==> src/rtl/score_pkg.sv <==
package score_pkg;
    parameter int SCORE_W = 3;
    parameter int SEG_W   = 7;
    localparam logic [SCORE_W-1:0] SCORE_MAX = {SCORE_W{1'b1}};

    typedef logic [SCORE_W-1:0] score_t;
    typedef logic [SEG_W-1:0]   seg_t;
endpackage

==> src/rtl/score_counter.sv <==
module score_counter
    import score_pkg::*;
(
    input  logic   clk,
    input  logic   rst,
    input  logic   bump,
    output score_t value
);
    typedef struct packed {
        score_t cnt;
    } cnt_state_t;

    cnt_state_t st_d, st_q;

    always_comb begin
        st_d = st_q;
        if (rst) begin
            st_d.cnt = '0;
        end else if (bump && st_q.cnt != SCORE_MAX) begin
            st_d.cnt = st_q.cnt + score_t'(1);
        end
    end

    always_ff @(posedge clk) begin
        st_q <= st_d;
    end

    assign value = st_q.cnt;


    saturate_chk: assert property (@(posedge clk) disable iff (rst)
        ($past(st_q.cnt) == SCORE_MAX && !$past(rst)) |-> st_q.cnt == SCORE_MAX);

    step_chk: assert property (@(posedge clk) disable iff (rst)
        (!$past(rst) && $past(bump) && $past(st_q.cnt) != SCORE_MAX) |-> st_q.cnt == $past(st_q.cnt) + score_t'(1));

    hold_chk: assert property (@(posedge clk) disable iff (rst)
        (!$past(rst) && !$past(bump)) |-> $stable(st_q.cnt));
endmodule

==> src/rtl/seg_decoder.sv <==
module seg_decoder
    import score_pkg::*;
(
    input  score_t digit,
    output seg_t   segs
);
    seg_t lit;

    // lit holds the active-high segments in bit order {g,f,e,d,c,b,a}.
    always_comb begin
        case (digit)
            3'd0:    lit = 7'b0111111;
            3'd1:    lit = 7'b0000110;
            3'd2:    lit = 7'b1011011;
            3'd3:    lit = 7'b1001111;
            3'd4:    lit = 7'b1100110;
            3'd5:    lit = 7'b1101101;
            3'd6:    lit = 7'b1111101;
            default: lit = 7'b0000111;
        endcase
    end

    assign segs = ~lit;
endmodule

==> src/rtl/restart_gen.sv <==
module restart_gen (
    input  logic clk,
    input  logic rst,
    input  logic any_win,
    output logic restart
);
    typedef struct packed {
        logic pulse;
    } rs_state_t;

    rs_state_t st_d, st_q;

    always_comb begin
        st_d = st_q;
        st_d.pulse = rst | any_win;
    end

    always_ff @(posedge clk) begin
        st_q <= st_d;
    end

    assign restart = st_q.pulse;
endmodule

==> src/rtl/score_keeper.sv <==
module score_keeper
    import score_pkg::*;
(
    input  logic             clk,
    input  logic             rst,
    input  logic             win_left,
    input  logic             win_right,
    output logic [SEG_W-1:0] seg_left,
    output logic [SEG_W-1:0] seg_right,
    output logic             restart
);
    localparam int PLAYERS = 2;

    logic   [PLAYERS-1:0] wins;
    score_t               score [PLAYERS];
    seg_t                 segs  [PLAYERS];

    assign wins = {win_right, win_left};

    for (genvar p = 0; p < PLAYERS; p++) begin : g_player
        score_counter u_cnt (
            .clk  (clk),
            .rst  (rst),
            .bump (wins[p]),
            .value(score[p])
        );
        seg_decoder u_seg (
            .digit(score[p]),
            .segs (segs[p])
        );
    end

    restart_gen u_rs (
        .clk    (clk),
        .rst    (rst),
        .any_win(|wins),
        .restart(restart)
    );

    assign seg_left  = segs[0];
    assign seg_right = segs[1];


    restart_follow_chk: assert property (@(posedge clk) disable iff (rst)
        (!$past(rst) && $past(wins) != '0) |-> restart);

    restart_quiet_chk: assert property (@(posedge clk) disable iff (rst)
        (!$past(rst) && $past(wins) == '0) |-> !restart);

    reset_clear_chk: assert property (@(posedge clk)
        $past(rst) |-> (score[0] == '0 && score[1] == '0 && restart));

    left_isolated_chk: assert property (@(posedge clk) disable iff (rst)
        (!$past(rst) && !$past(win_left)) |-> $stable(score[0]));
endmodule

==> config.mk <==
export PLATFORM = sky130hd
export DESIGN_NAME = score_keeper
export DESIGN_NICKNAME = d
export VERILOG_FILES = /design/src/rtl/score_pkg.sv /design/src/rtl/score_counter.sv /design/src/rtl/seg_decoder.sv /design/src/rtl/restart_gen.sv /design/src/rtl/score_keeper.sv
export SDC_FILE = /design/constraint.sdc
export NUM_CORES = 1
export LEC_CHECK = 0
export ABC_AREA = 1
export BUFFER_PORTS_ARGS = -buffer_cell sky130_fd_sc_hd__buf_2
export CAP_MARGIN = 25
export CORE_MARGIN = 5
export CORE_UTILIZATION = 49
export CTS_CLUSTER_SIZE = 14
export DETAILED_ROUTE_END_ITERATION = 8
export PLACE_DENSITY_LB_ADDON = 0.15
export SLEW_MARGIN = 25
export SYNTH_ARGS = -nofsm -noshare
export SYNTH_HDL_FRONTEND = slang
export SYNTH_SLANG_ARGS = --single-unit
export TNS_END_PERCENT = 5
==> constraint.sdc <==
create_clock -name clk -period 1.87 [get_ports clk]
set_input_delay 0.374 -clock clk [delete_from_list [all_inputs] [get_ports clk]]
set_output_delay 0.374 -clock clk [all_outputs]
set_load 0.03 [all_outputs]
[Word-level counts from Yosys, hierarchy flattened]
Cells that the tools add are included.
Storage, ports and cells
  word-level logic and storage cells: 29
  register bits after elaboration: 7
  output and inout bits: 15
  input bits: 4
Cells by class
  reductions and logical operators: 5
  equality and inequality tests: 14
  add/sub/neg operators: 2
  muxes and demuxes: 2
  bitwise logic cells: 3
Operator list (count)
  $pmux W7 S7: 2
  $eq A3 B3 Y1 const B: 6
  $not A7 Y7: 2
  $eq A3 B2 Y1 const B: 4
  $add A3 B1 Y3 const B: 2
  $eq A3 B1 Y1 const B: 2
  $logic_not A3 Y1: 2
  $ne A3 B3 Y1 const B: 2
  $logic_and A1 B1 Y1: 2
  $reduce_or A2 Y1: 1
  $or A1 B1 Y1: 1

[Logic depth before layout (Yosys ltp)]
  depth after elaboration: 3
  mapped depth: 8
  mapped depth without buffers: 8

[Hierarchy]
Synthesis repeated with hierarchy kept, for this count alone.
Second synthesis, totals
  cell total of the unflattened synthesis: 91
  area, all modules: 528.0 um2
By module, submodules not included
  score_counter: sequential area each 60.1 um2, times used 2, cells an instance 23, area each 158.9 um2
  seg_decoder: sequential area each 0.0 um2, times used 2, cells an instance 19, area each 83.8 um2
  restart_gen: sequential area each 20.0 um2, times used 1, cells an instance 4, area each 31.3 um2
  score_keeper: sequential area each 0.0 um2, times used 1, cells an instance 3, area each 11.3 um2

[Worst setup path before layout]
OpenSTA, ideal clock, no wires.
  path type: reg2out
  start point: reg g_player[0].u_cnt.st_q, in the netlist g_player[0].u_cnt.value[0]
  end point: out seg_left[0]
  arrival: 1.617 ns
  stages on the path, launching flop included: 8
  slack: -0.121 ns
  data required time: 1.496 ns
  path buffers: 0
  cells stage by stage: dfxtp_1 inv_1 ha_1 nor2_1 nor2_1 nor2_1 nand2_1 inv_1
Between the ends
  cells in the longest elaborated chain, start to end: 3
  elaborated cells on any way between the ends: 9
  classes of those cells: 6 x eq/ne; 1 x mux; 1 x bitwise; 1 x reduce/logical
Ends and longest elaborated chain
  start, declared: line score_counter.sv:13  | cnt_state_t st_d, st_q;
  start signal, assigned: line score_counter.sv:25  | st_q <= st_d;
  $eq A3 B3 Y1 (tied with other cells): line seg_decoder.sv:11  | case (digit)
  $pmux W7 S7 (*): line seg_decoder.sv:11
  $not A7 Y7 (*): line seg_decoder.sv:23  | assign segs = ~lit;
  end, declared: line score_keeper.sv:8  | output logic [SEG_W-1:0] seg_left,
Mark *: on every way between the ends. The rest lies on a longest branch, timed or not.

[Worst setup path after layout]
  start point: reg g_player[1].u_cnt.st_q, in the netlist g_player[1].u_cnt.value[0]
  end point: out seg_right[0]
Between the ends
  cells in the longest elaborated chain, start to end: 3
  elaborated cells on any way between the ends: 9
  classes of those cells: 6 x eq/ne; 1 x mux; 1 x bitwise; 1 x reduce/logical
Ends and longest elaborated chain
  start, declared: line score_counter.sv:13
  start signal, assigned: line score_counter.sv:25
  $eq A3 B3 Y1 (tied with other cells): line seg_decoder.sv:11
  $pmux W7 S7 (*): line seg_decoder.sv:11
  $not A7 Y7 (*): line seg_decoder.sv:23
  end, declared: line score_keeper.sv:9  | output logic [SEG_W-1:0] seg_right,
Marks and branches as above.

==> impl_metrics.prom <==
# TYPE chip_impl_metric gauge
chip_impl_info{name="status",value="finished, violations left"} 1
chip_impl_info{name="violations",value="negative setup slack"} 1
chip_impl_metric{name="port-buffer-count",unit=""} 18
chip_impl_info{name="synth_area_leaders",value="sky130_fd_sc_hd__ha_1, sky130_fd_sc_hd__dfxtp_1, sky130_fd_sc_hd__nand2_1, sky130_fd_sc_hd__inv_1, sky130_fd_sc_hd__nor2_1"} 1
chip_impl_metric{name="post-synth-top-area-fraction",unit=""} 0.2273
chip_impl_metric{name="cts-buffers-inserted",unit=""} 3
chip_impl_metric{name="post_cts.repair.setup_buffers",unit=""} 0
chip_impl_metric{name="detail_route.wl_per_cell",unit="um"} 10.68
chip_impl_metric{name="critical_path_required",unit="ns"} 1.50
chip_impl_metric{name="cellPowerDensity",unit="mW/mm^2"} 535.1
chip_impl_metric{name="synth_seq_area_share",unit=""} 0.2121
chip_impl_metric{name="gpl.final_weighted_congestion",unit=""} 0.7957
chip_impl_metric{name="synthesis.nets",unit=""} 123
chip_impl_metric{name="synth.distinct_cells",unit=""} 12
chip_impl_metric{name="detail_route.wirelength",unit="mm"} 1.549
chip_impl_info{name="root_buffer",value="sky130_fd_sc_hd__clkbuf_4"} 1
chip_impl_metric{name="post_layout_min_period",unit="ns"} 1.874
chip_impl_metric{name="dieHeight",unit="um"} 46.72
chip_impl_metric{name="drt-vias-per-instance",unit=""} 4.752
chip_impl_metric{name="leakage",unit="nW"} 0.5110
chip_impl_metric{name="multi_input_logic_area",unit="sq um"} 573.1
chip_impl_metric{name="overall_global_routing_usage",unit=""} 0.1470
chip_impl_metric{name="cap_violations",unit=""} 0
chip_impl_metric{name="dp.final_hpwl",unit="mm"} 1.039
chip_impl_metric{name="worstSkewPairLatency",unit="ns"} 0.25
chip_impl_metric{name="post_layout_net_count",unit=""} 147
chip_impl_metric{name="cts.path.max_buffers",unit=""} 2
chip_impl_metric{name="floorplan.die_area",unit="sq mm"} 0.002183
chip_impl_metric{name="clk_pin_slew",unit="ns"} 0.05
chip_impl_metric{name="first_pass_grt_wire_length",unit="mm"} 2.297
chip_impl_metric{name="dp_worst_setup_slack",unit="ns"} 0.1339
chip_impl_metric{name="final_antenna_net_count",unit=""} 0
chip_impl_info{name="grt_setup_unrepaired",value="yes"} 1
chip_impl_metric{name="period_share",unit=""} 1.002
chip_impl_metric{name="placementRows",unit=""} 13
chip_impl_metric{name="grt_pass1_vias",unit=""} 619
chip_impl_metric{name="die-width",unit="um"} 46.72
chip_impl_metric{name="fillerInstances",unit=""} 104
chip_impl_metric{name="core_area",unit="sq mm"} 0.001285
chip_impl_metric{name="switching_power",unit="mW"} 0.2066
chip_impl_info{name="synthDominantAreaCellType",value="sky130_fd_sc_hd__ha_1"} 1
chip_impl_info{name="min-delay-path-class",value="in2reg"} 1
chip_impl_metric{name="cts_sinks",unit=""} 7
chip_impl_metric{name="final_setup_violations",unit=""} 1
chip_impl_info{name="timing.critical_path.to_type",value="output port"} 1
chip_impl_metric{name="synthCells",unit=""} 107
chip_impl_metric{name="i_o_pin_total",unit=""} 19
chip_impl_metric{name="detailedRoute.firstPassIterationCount",unit=""} 3
chip_impl_metric{name="tightestPinTransition",unit="ns"} 0.1755
chip_impl_metric{name="timing.clock.skew",unit="ns"} 0.0001961
chip_impl_info{name="tritoncts",value="done"} 1
chip_impl_metric{name="yosysWarningCount",unit=""} 0
chip_impl_metric{name="post_synth_instance_area",unit="sq um"} 660.6
chip_impl_metric{name="fin_tns_setup",unit="ns"} -0.004299
chip_impl_info{name="setup.worst_path.start_class",value="flip-flop"} 1
chip_impl_metric{name="ctsHtreeMaxLevel",unit=""} 1
chip_impl_metric{name="initialDrtViolationCount",unit=""} 8
chip_impl_metric{name="postLayoutSetupSlackWorst",unit="ns"} -0.004299
chip_impl_metric{name="cts.hold.buffers_added",unit=""} 0
chip_impl_metric{name="pwr-share-seq",unit=""} 0.318
chip_impl_metric{name="register_area",unit="sq um"} 155.1
chip_impl_metric{name="antenna-diode-count",unit=""} 0
chip_impl_metric{name="hold_violations",unit=""} 0
chip_impl_metric{name="final_layout_size_suffix_gt1_frac",unit=""} 0.4846
chip_impl_metric{name="switching_share",unit=""} 0.3915
chip_impl_metric{name="depth_of_the_most_critical_reg_to_reg_path",unit=""} 7
chip_impl_metric{name="ys_ff_latch",unit=""} 7
chip_impl_metric{name="hold_path_depth",unit=""} 3
chip_impl_metric{name="relSlewSlack",unit=""} 0.8825
chip_impl_metric{name="p_int",unit="mW"} 0.3210
chip_impl_metric{name="power.clock.fraction",unit=""} 0.258
chip_impl_info{name="criticalPathCategory",value="reg2out"} 1
chip_impl_metric{name="timing_max_transition_violations_final",unit=""} 0
chip_impl_metric{name="crit_path_max_fanout",unit=""} 5
chip_impl_metric{name="ir_worst_vdd",unit="mV"} 0.4127
chip_impl_metric{name="syn_avg_cell_area",unit="sq um"} 6.174
chip_impl_metric{name="overflow",unit=""} 0
chip_impl_metric{name="power_frac_comb",unit=""} 0.424
chip_impl_metric{name="achievable-frequency",unit="MHz"} 533.5
chip_impl_metric{name="route.vias.total",unit=""} 689
chip_impl_metric{name="grt_max_degree",unit=""} 9
chip_impl_metric{name="area_growth_syn_to_layout",unit="%"} 49.24
chip_impl_metric{name="grt_antenna_before_repair",unit=""} 0
chip_impl_metric{name="starting_density_of_the_core",unit=""} 0.5141
chip_impl_metric{name="critPathArrivalTime",unit="ns"} 1.50
chip_impl_metric{name="remaining_drc_errors",unit=""} 0
layer usage:
layer  routed length (um)  share of wire  GRT usage  vias up
li1                     -              -          -      368
met1                  669           0.43     0.1624      303
met2                  785           0.51     0.2637       14
met3                   66          0.043    0.01172        4
met4                   28          0.018    0.09945        0
met5                    0              0          0        -
registers in the layout, indices dropped and copies added (netlist names):
signal / count
g_player.u_cnt.value: 6
u_rs.restart: 1
critical path, cell delays in order (launching register included):
cell	delay, ns
sky130_fd_sc_hd__dfxtp_4	0.37
sky130_fd_sc_hd__ha_4	0.17
sky130_fd_sc_hd__ha_4	0.15
sky130_fd_sc_hd__a21oi_1	0.15
sky130_fd_sc_hd__nand2_1	0.12
sky130_fd_sc_hd__a21oi_2	0.14
sky130_fd_sc_hd__buf_6	0.15
final timing paths:
kind | startpoint | endpoint | slack, ns
max | g_player[1].u_cnt.value[0]$_SDFFE_PP0P_ | seg_right[0] | -0.004
min | win_left | u_rs.restart$_DFF_P_ | 0.32
max reg2reg | g_player[1].u_cnt.value[0]$_SDFFE_PP0P_ | g_player[1].u_cnt.value[2]$_SDFFE_PP0P_ | 0.63
min reg2reg | g_player[1].u_cnt.value[1]$_SDFFE_PP0P_ | g_player[1].u_cnt.value[1]$_SDFFE_PP0P_ | 0.52
layout by cell type, fill, tap and decap left out, drive strengths merged:
master  Yosys  final
inv        20     20
buf         1     20
ha         12     12
nor2       16     16
clkbuf      0      4
nor3        2      2
nand2      36     36
nand3       1      1
dfxtp       7      7
o21ai       1      1
a21oi      11     11
synthesized netlist by cell type:
| cell | n |
|---|---|
| sky130_fd_sc_hd__ha_1 | 12 |
| sky130_fd_sc_hd__buf_6 | 1 |
| sky130_fd_sc_hd__nor3_1 | 2 |
| sky130_fd_sc_hd__nand2_1 | 33 |
| sky130_fd_sc_hd__o21ai_2 | 1 |
| sky130_fd_sc_hd__nor2_2 | 1 |
| sky130_fd_sc_hd__nor2_1 | 15 |
| sky130_fd_sc_hd__nand2_2 | 3 |
| sky130_fd_sc_hd__dfxtp_1 | 7 |
| sky130_fd_sc_hd__nand3_1 | 1 |
| sky130_fd_sc_hd__inv_1 | 20 |
| sky130_fd_sc_hd__a21oi_1 | 11 |
per-stage QoR:
step | hold slack, ns | utilization | cell area [sq um] | power, mW | cells
global route | 0.3370 | 0.7673 | 985.9 | 0.5639 | 145
finish | 0.3238 | 0.7673 | 985.9 | 0.5276 | 145
detailed placement | 0.5079 | 0.6037 | 775.7 | 0.3454 | 141
floorplan | 0.4431 | - | 663.1 | 0.3002 | 107
global placement | 0.5074 | 0.6037 | 775.7 | 0.3431 | 141
CTS | 0.3159 | 0.6767 | 869.6 | 0.5114 | 145
layout make-up:
cell class,instances,share of cell area
well taps,15,0.01904
flip-flops and latches,7,0.1574
inverters,20,0.07614
repair buffers,20,0.1396
clock buffers,4,0.02665
multi-input cells,79,0.5812
power by group through the flow:
| stage | Combinational (mW) | Sequential (mW) | Clock, mW |
|---|---|---|---|
| after global routing | 0.245 | 0.168 | 0.151 |
| final | 0.224 | 0.168 | 0.136 |
| after global placement | 0.176 | 0.167 | 0 |
| after floorplan | 0.132 | 0.168 | 0 |
| after CTS | 0.201 | 0.165 | 0.145 |
| after detailed placement | 0.178 | 0.167 | 0 |
logic make-up after synthesis:
family / share of synthesized area
and+or+nand+nor: 0.3333
buffers and inverters: 0.1307
AOI/OAI and AO/OA: 0.09659
adders and majority gates: 0.2273
DFF: 0.2121
timing repair:
action                     CTS  global route
hold endpoints to repair     0             0
pin swaps                    5             7
setup endpoints to repair   10            11
cloned                       0             0
gates resized for setup     26            34
(Power assumes the default switching activity.)
